==> src/rtl/agu_pkg.sv <==
package agu_pkg;

  typedef enum logic [2:0] {
    OP_ADDR    = 3'd0,
    OP_ADDR_HI = 3'd1,
    OP_LD_LONG = 3'd2,
    OP_LD_QUAD = 3'd3,
    OP_LD_UNAL = 3'd4,
    OP_ST_LONG = 3'd5,
    OP_ST_QUAD = 3'd6,
    OP_NONE    = 3'd7
  } aguOp_e;

  // Strobes from control to datapath
  typedef struct packed {
    logic useHigh;    // scale displacement
    logic clearLow;   // zero low offset bits of address
    logic wantRead;
    logic wantWrite;
    logic wbAddr;     // write back the address itself
    logic wbLong;     // write back sign-extended half word
    logic sizeQuad;   // full-width access
    logic checkAlign; // natural alignment enforced
  } aguStrobe_t;

endpackage

==> src/rtl/agu_ctrl.sv <==
module agu_ctrl
  import agu_pkg::*;
#(
  parameter int DATA_W = 64
) (
  input  logic                      clk,
  input  logic                      rstN,
  input  logic                      reqValid,
  input  logic [2:0]                reqOp,
  input  logic [$clog2(DATA_W/8)-1:0] lowBits,
  output aguStrobe_t                strobe,
  output logic                      capture,
  output logic                      memRead,
  output logic                      memWrite,
  output logic [DATA_W/8-1:0]       memByteEn,
  output logic                      wbValid,
  output logic                      alignFault
);

  localparam int BYTES = DATA_W / 8;
  localparam int OFS_W = $clog2(BYTES);
  localparam int HALF_BYTES = BYTES / 2;

  aguOp_e opCode;
  logic   misaligned;
  logic   writesReg;
  logic   accessOn;
  logic   upperHalf;

  assign opCode = aguOp_e'(reqOp);

  always_comb begin
    strobe = '0;
    unique case (opCode)
      OP_ADDR:    strobe.wbAddr = 1'b1;
      OP_ADDR_HI: begin strobe.wbAddr = 1'b1; strobe.useHigh = 1'b1; end
      OP_LD_LONG: begin strobe.wantRead = 1'b1; strobe.wbLong = 1'b1; strobe.checkAlign = 1'b1; end
      OP_LD_QUAD: begin strobe.wantRead = 1'b1; strobe.sizeQuad = 1'b1; strobe.checkAlign = 1'b1; end
      OP_LD_UNAL: begin strobe.wantRead = 1'b1; strobe.sizeQuad = 1'b1; strobe.clearLow = 1'b1; end
      OP_ST_LONG: begin strobe.wantWrite = 1'b1; strobe.checkAlign = 1'b1; end
      OP_ST_QUAD: begin strobe.wantWrite = 1'b1; strobe.sizeQuad = 1'b1; strobe.checkAlign = 1'b1; end
      default:    strobe = '0;
    endcase
  end

  // Natural alignment: full width needs all offset bits clear, half width all but the top one
  always_comb begin
    if (!strobe.checkAlign)
      misaligned = 1'b0;
    else if (strobe.sizeQuad)
      misaligned = |lowBits;
    else
      misaligned = |lowBits[OFS_W-2:0];
  end

  assign writesReg = strobe.wbAddr | strobe.wantRead;
  assign capture   = reqValid & writesReg & ~misaligned;
  assign memRead   = reqValid & strobe.wantRead & ~misaligned;
  assign memWrite  = reqValid & strobe.wantWrite & ~misaligned;
  assign accessOn  = memRead | memWrite;
  assign upperHalf = lowBits[OFS_W-1];

  for (genvar lane = 0; lane < BYTES; lane++) begin : gLane
    localparam bit IN_UPPER = (lane >= HALF_BYTES);
    assign memByteEn[lane] = accessOn & (strobe.sizeQuad | (upperHalf == IN_UPPER));
  end

  always_ff @(posedge clk) begin
    if (!rstN) begin
      wbValid    <= 1'b0;
      alignFault <= 1'b0;
    end else begin
      wbValid    <= capture;
      alignFault <= reqValid & misaligned;
    end
  end

endmodule

==> src/rtl/agu_dpath.sv <==
module agu_dpath
  import agu_pkg::*;
#(
  parameter int DATA_W   = 64,
  parameter int DISP_W   = 16,
  parameter int HI_SHIFT = 16
) (
  input  logic                        clk,
  input  logic                        rstN,
  input  aguStrobe_t                  strobe,
  input  logic                        capture,
  input  logic [DATA_W-1:0]           baseVal,
  input  logic [DISP_W-1:0]           disp,
  input  logic [DATA_W-1:0]           storeData,
  input  logic [DATA_W-1:0]           memRdata,
  output logic [DATA_W-1:0]           memAddr,
  output logic [$clog2(DATA_W/8)-1:0] lowBits,
  output logic [DATA_W-1:0]           memWdata,
  output logic [DATA_W-1:0]           wbData
);

  localparam int OFS_W  = $clog2(DATA_W / 8);
  localparam int HALF_W = DATA_W / 2;

  logic [DATA_W-1:0] dispExt;
  logic [DATA_W-1:0] dispHigh;
  logic [DATA_W-1:0] effSum;
  logic [HALF_W-1:0] halfSel;
  logic [DATA_W-1:0] longExt;
  logic [DATA_W-1:0] wbNext;

  assign dispExt  = {{(DATA_W-DISP_W){disp[DISP_W-1]}}, disp};
  assign dispHigh = dispExt << HI_SHIFT;
  assign effSum   = baseVal + (strobe.useHigh ? dispHigh : dispExt);
  assign lowBits  = effSum[OFS_W-1:0];
  assign memAddr  = strobe.clearLow ? {effSum[DATA_W-1:OFS_W], {OFS_W{1'b0}}} : effSum;

  assign halfSel  = effSum[OFS_W-1] ? memRdata[DATA_W-1:HALF_W] : memRdata[HALF_W-1:0];
  assign longExt  = {{HALF_W{halfSel[HALF_W-1]}}, halfSel};

  always_comb begin
    if (strobe.wbAddr)      wbNext = effSum;
    else if (strobe.wbLong) wbNext = longExt;
    else                    wbNext = memRdata;
  end

  assign memWdata = strobe.sizeQuad ? storeData : {2{storeData[HALF_W-1:0]}};

  always_ff @(posedge clk) begin
    if (!rstN)
      wbData <= '0;
    else if (capture)
      wbData <= wbNext;
  end

endmodule

==> src/rtl/agu_align_top.sv <==
module agu_align_top
  import agu_pkg::*;
#(
  parameter int DATA_W   = 64,
  parameter int DISP_W   = 16,
  parameter int HI_SHIFT = 16
) (
  input  logic                clk,
  input  logic                rstN,
  input  logic                reqValid,
  input  logic [2:0]          reqOp,
  input  logic [DATA_W-1:0]   baseVal,
  input  logic [DISP_W-1:0]   disp,
  input  logic [DATA_W-1:0]   storeData,
  input  logic [DATA_W-1:0]   memRdata,
  output logic [DATA_W-1:0]   memAddr,
  output logic                memRead,
  output logic                memWrite,
  output logic [DATA_W/8-1:0] memByteEn,
  output logic [DATA_W-1:0]   memWdata,
  output logic                wbValid,
  output logic [DATA_W-1:0]   wbData,
  output logic                alignFault
);

  localparam int OFS_W = $clog2(DATA_W / 8);

  aguStrobe_t       strobe;
  logic             capture;
  logic [OFS_W-1:0] lowBits;

  agu_ctrl #(.DATA_W(DATA_W)) ctrl_i (
    .clk(clk), .rstN(rstN), .reqValid(reqValid), .reqOp(reqOp),
    .lowBits(lowBits), .strobe(strobe), .capture(capture),
    .memRead(memRead), .memWrite(memWrite), .memByteEn(memByteEn),
    .wbValid(wbValid), .alignFault(alignFault)
  );

  agu_dpath #(.DATA_W(DATA_W), .DISP_W(DISP_W), .HI_SHIFT(HI_SHIFT)) dpath_i (
    .clk(clk), .rstN(rstN), .strobe(strobe), .capture(capture),
    .baseVal(baseVal), .disp(disp), .storeData(storeData), .memRdata(memRdata),
    .memAddr(memAddr), .lowBits(lowBits), .memWdata(memWdata), .wbData(wbData)
  );

endmodule

==> config.mk <==
export PLATFORM = sky130hd
export DESIGN_NAME = agu_align_top
export DESIGN_NICKNAME = d
export VERILOG_FILES = /design/src/rtl/agu_pkg.sv /design/src/rtl/agu_ctrl.sv /design/src/rtl/agu_dpath.sv /design/src/rtl/agu_align_top.sv
export SDC_FILE = /design/constraint.sdc
export NUM_CORES = 1
export LEC_CHECK = 0
export ABC_AREA = 1
export BUFFER_PORTS_ARGS = -buffer_cell sky130_fd_sc_hd__buf_2
export CAP_MARGIN = 20
export CORE_MARGIN = 2
export CORE_UTILIZATION = 30
export CTS_CLUSTER_DIAMETER = 30
export DETAILED_ROUTE_END_ITERATION = 12
export HOLD_SLACK_MARGIN = 0.03
export MAX_ROUTING_LAYER = met4
export PLACE_DENSITY_LB_ADDON = 0.12
export SETUP_SLACK_MARGIN = 0.1
export SLEW_MARGIN = 20
export SYNTH_ARGS = -nofsm -noshare
export SYNTH_HDL_FRONTEND = slang
export SYNTH_SLANG_ARGS = --single-unit
==> constraint.sdc <==
create_clock -name clk -period 4.2 [get_ports clk]
set_input_delay 0.84 -clock clk [delete_from_list [all_inputs] [get_ports clk]]
set_output_delay 0.84 -clock clk [all_outputs]
set_load 0.02 [all_outputs]
==> key figures <==
Run status
  – Status: finished clean

Timing
  – Slew HR: 60.8%
  – Fin Hold WS: 0.522 ns
  – RSZ-0062 raised after global routing: yes
  – Worst Tran Pin Value: 0.588 ns
  – Post-route clock period utilization: 96.1%
  – Final setup fails: 0
  – Final WS setup: 0.166 ns
  – Final hold vios: 0
  – Achievable Freq: 248 MHz
  – Final slew viol count: 0
  – Clock Skews: 0 ns
  – Final min period: 4.03 ns
  – TNS Setup: 0 ns

Placement
  – Port bufs: 417
  – Cells after DPL: 3114
  – Placed inst area: 14300 um^2
  – Place WS: -0.315 ns
  – GP Congestion: 0.976
  – DP HPWL: 49200 um

Die
  – Core Area: 34700 um^2
  – Row count: 68
  – Die area: 37000 um^2
  – Die height: 192 um
  – I/O pin count: 418
  – Initial Util: 30.7%
  – Chip Width: 192 um

Detailed routing
  – Drt first pass iters: 6
  – WL final: 57900 um
  – Routed length per instance: 18.3 um
  – Remaining DRCs: 0
  – Drt initial violations: 975
  – Routed vias/inst: 4.64
  – Antenna viol nets, final: 0
  – Vias: 14700

Logic synthesis
  – Synth top cells by count: 864 x nand2_1, 435 x inv_1, 211 x nor2_1, 114 x nand3_1, 77 x o21ai_0
  – Yosys reg bits: 66
  – EDFF count, synth: 0
  – Distinct cell type count after synthesis: 33
  – Ys flop type: dfxtp_1
  – Ys async rst share: 0%
  – Mapped Cells: 2137
  – Avg Synthesized Cell Area: 4.98 um^2
  – Yosys top cell area share: 30.5%
  – Cell type with the highest aggregate area in the netlist: nand2_1
  – Synthesis warning total: 0
  – Syn nets: 2415
  – Register area share after synthesis: 12.4%
  – Most common cell in the netlist: nand2_1
  – Post-Syn Area: 10600 um^2
  – Synth top area cells: nand2_1 30%, inv_1 15%, dfxtp_1 12%

Setup path
  – CP cell instances: buf_8 > inv_4 > nand3_4 > buf_12 > buf_8 > nand2_2 > inv_2 > fa_2 > buf_6 > nor2_4 > nor2_4 > inv_2 > o21ai_2 > nand2_2 > nand2_4 > nor3_4 > nor2_4 > a21oi_4 > buf_6
  – Crit path capture type: output pin
  – CP Class: in -> out
  – CP delay by family, top: buffers and inverters
  – CP max stage cell: fa_2
  – Crit path launch type: primary input
  – Crit. Startpoint: reqOp[1]
  – CP arrival: 3.19 ns
  – Crit path buf inv count: 8
  – CP required: 3.36 ns
  – Slowest stage delay, CP: 0.37 ns
  – Critical Path Most Common Cell: nor2_4
  – CP max FO: 8
  – FF-to-FF Start: dpath_i.wbData[20]$_SDFFE_PN0P_

Finish
  – # nets final: 2987
  – Final Util: 48.1%
  – Share of cells above drive strength 1: 36.0%
  – Non-Filler Instances: 3169
  – Synthesis-to-finish area growth: 56.9%
  – Ant diodes: 0
  – # fillers: 3911
  – Post-route cell area: 16700 um^2

Flow run
  – Max-Cap Viols: 0

Global routing
  – Total GRT Usage: 31.0%
  – Grt ovf: 0
  – First-pass GRT wire length: 82500 um
  – Vias in the first global route: 13800
  – Pin count of the biggest net entering global routing: 75
  – Initial antenna violation count: 3

Power and ir drop
  – Cell Pwr Density: 266 nW/um^2
  – Peak supply drop: 0.000192 V
  – Power Total: 4.45 mW
  – Leakage: 10.0 nW

Clock tree
  – Bufs on Longest Clock Path: 2
  – Htree depth: 3
  – Skew-Pair Late Insertion Delay: 0.34 ns
  – Cts hold-fix bufs: 0
  – Cts bufs inserted: 9
  – CTS tree: yes
  – Clock tree root buffer cell: clkbuf_16
  – Clk sinks: 66
  – Worst-path clk slew: 0.06 ns

Hold path
  – Min-delay src: dpath_i.wbData[10]$_SDFFE_PN0P_
  – Type of the most critical hold path: reg -> reg
logic make-up (layout without fill, tap and decap cells):
group / count (synthesis) / after routing / share of synthesized area [%]
compound gates: 186 / 186 / 9.61
buf+inv: 538 / 1115 / 20.8
xor+xnor: 30 / 30 / 2.47
fa+ha+maj: 64 / 64 / 7.60
simple gates: 1253 / 1253 / 47.1
flops: 66 / 66 / 12.4
worst min-delay path: cells and delay by family (launching register included):
kind,cells,cell delay (ns)
buffers and inverters,1,0.05
AO/OA/AOI/OAI,1,0.12
flip-flops,1,0.33
state kept, by name, indices dropped and copies added (netlist names):
register           count
dpath_i.wbData        64
ctrl_i.alignFault      1
ctrl_i.wbValid         1
timing repair:
action                                  in CTS  in global routing
gates resized for setup                    169                296
pin swaps                                   39                 94
buffers inserted                            23                 15
cloned                                       1                  0
endpoints found under the setup margin      62                 66
layout by cell type, fill, tap and decap left out, types with 3 or more instances in the layout:
cell type / synthesis / routed
nor2_4: 3 / 31
nor2_1: 211 / 167
ha_1: 63 / 26
inv_2: 9 / 18
o211ai_1: 21 / 21
and2_4: 0 / 16
xor2_2: 0 / 5
nand3_2: 0 / 10
buf_4: 41 / 248
nand3_4: 0 / 8
inv_4: 0 / 4
nand2_4: 0 / 28
a21oi_4: 0 / 4
inv_1: 435 / 423
buf_12: 0 / 5
a21oi_2: 0 / 17
buf_6: 3 / 21
and2_1: 32 / 16
nor2_2: 2 / 18
clkbuf_8: 0 / 3
o21ai_1: 6 / 8
nand2_1: 864 / 753
nor3_1: 14 / 7
nor3_2: 1 / 7
a21oi_1: 55 / 34
clkbuf_16: 0 / 9
xor2_1: 29 / 22
ha_2: 0 / 7
nand3b_1: 7 / 7
a31oi_1: 24 / 24
nand2_2: 1 / 83
o21ai_2: 1 / 11
buf_8: 0 / 4
buf_2: 11 / 375
o21ai_4: 0 / 3
ha_4: 0 / 30
dfxtp_1: 66 / 66
nand3_1: 114 / 96
o21ai_0: 77 / 62
power breakdown:
part	switching, mW	internal (mW)
clock	0.295	0.447
sequential	0.0350	0.684
combinational	1.79	1.20
path summary, 6_finish.rpt:
kind	slack, ns	cells after the start	endpoint
max	0.17	19	memByteEn[7]
min	0.52	2	dpath_i.wbData[10]$_SDFFE_PN0P_
max reg2reg	3.43	2	dpath_i.wbData[20]$_SDFFE_PN0P_
min reg2reg	0.52	2	dpath_i.wbData[10]$_SDFFE_PN0P_
final cells by class:
class                      instances  area [um^2]  area share, %
timing repair buffer             653         4140           24.8
tap                              455          569           3.41
multi-input combinational       1533         8710           52.1
inverter                         446         1680           10.1
sequential                        66         1320           7.91
clock buffer                      14          274           1.64
clock inverter                     2         10.0         0.0599
metal layers:
layer  routed length [um]  global-route usage, %  vias to the layer above
met5                    0                      -                        -
li1                     -                      -                     7520
met3                 2870                   3.07                       51
met2                28300                   53.2                      461
met4                 1190                   5.81                        0
met1                25500                   39.8                     6675
(Power assumes the default switching activity.)
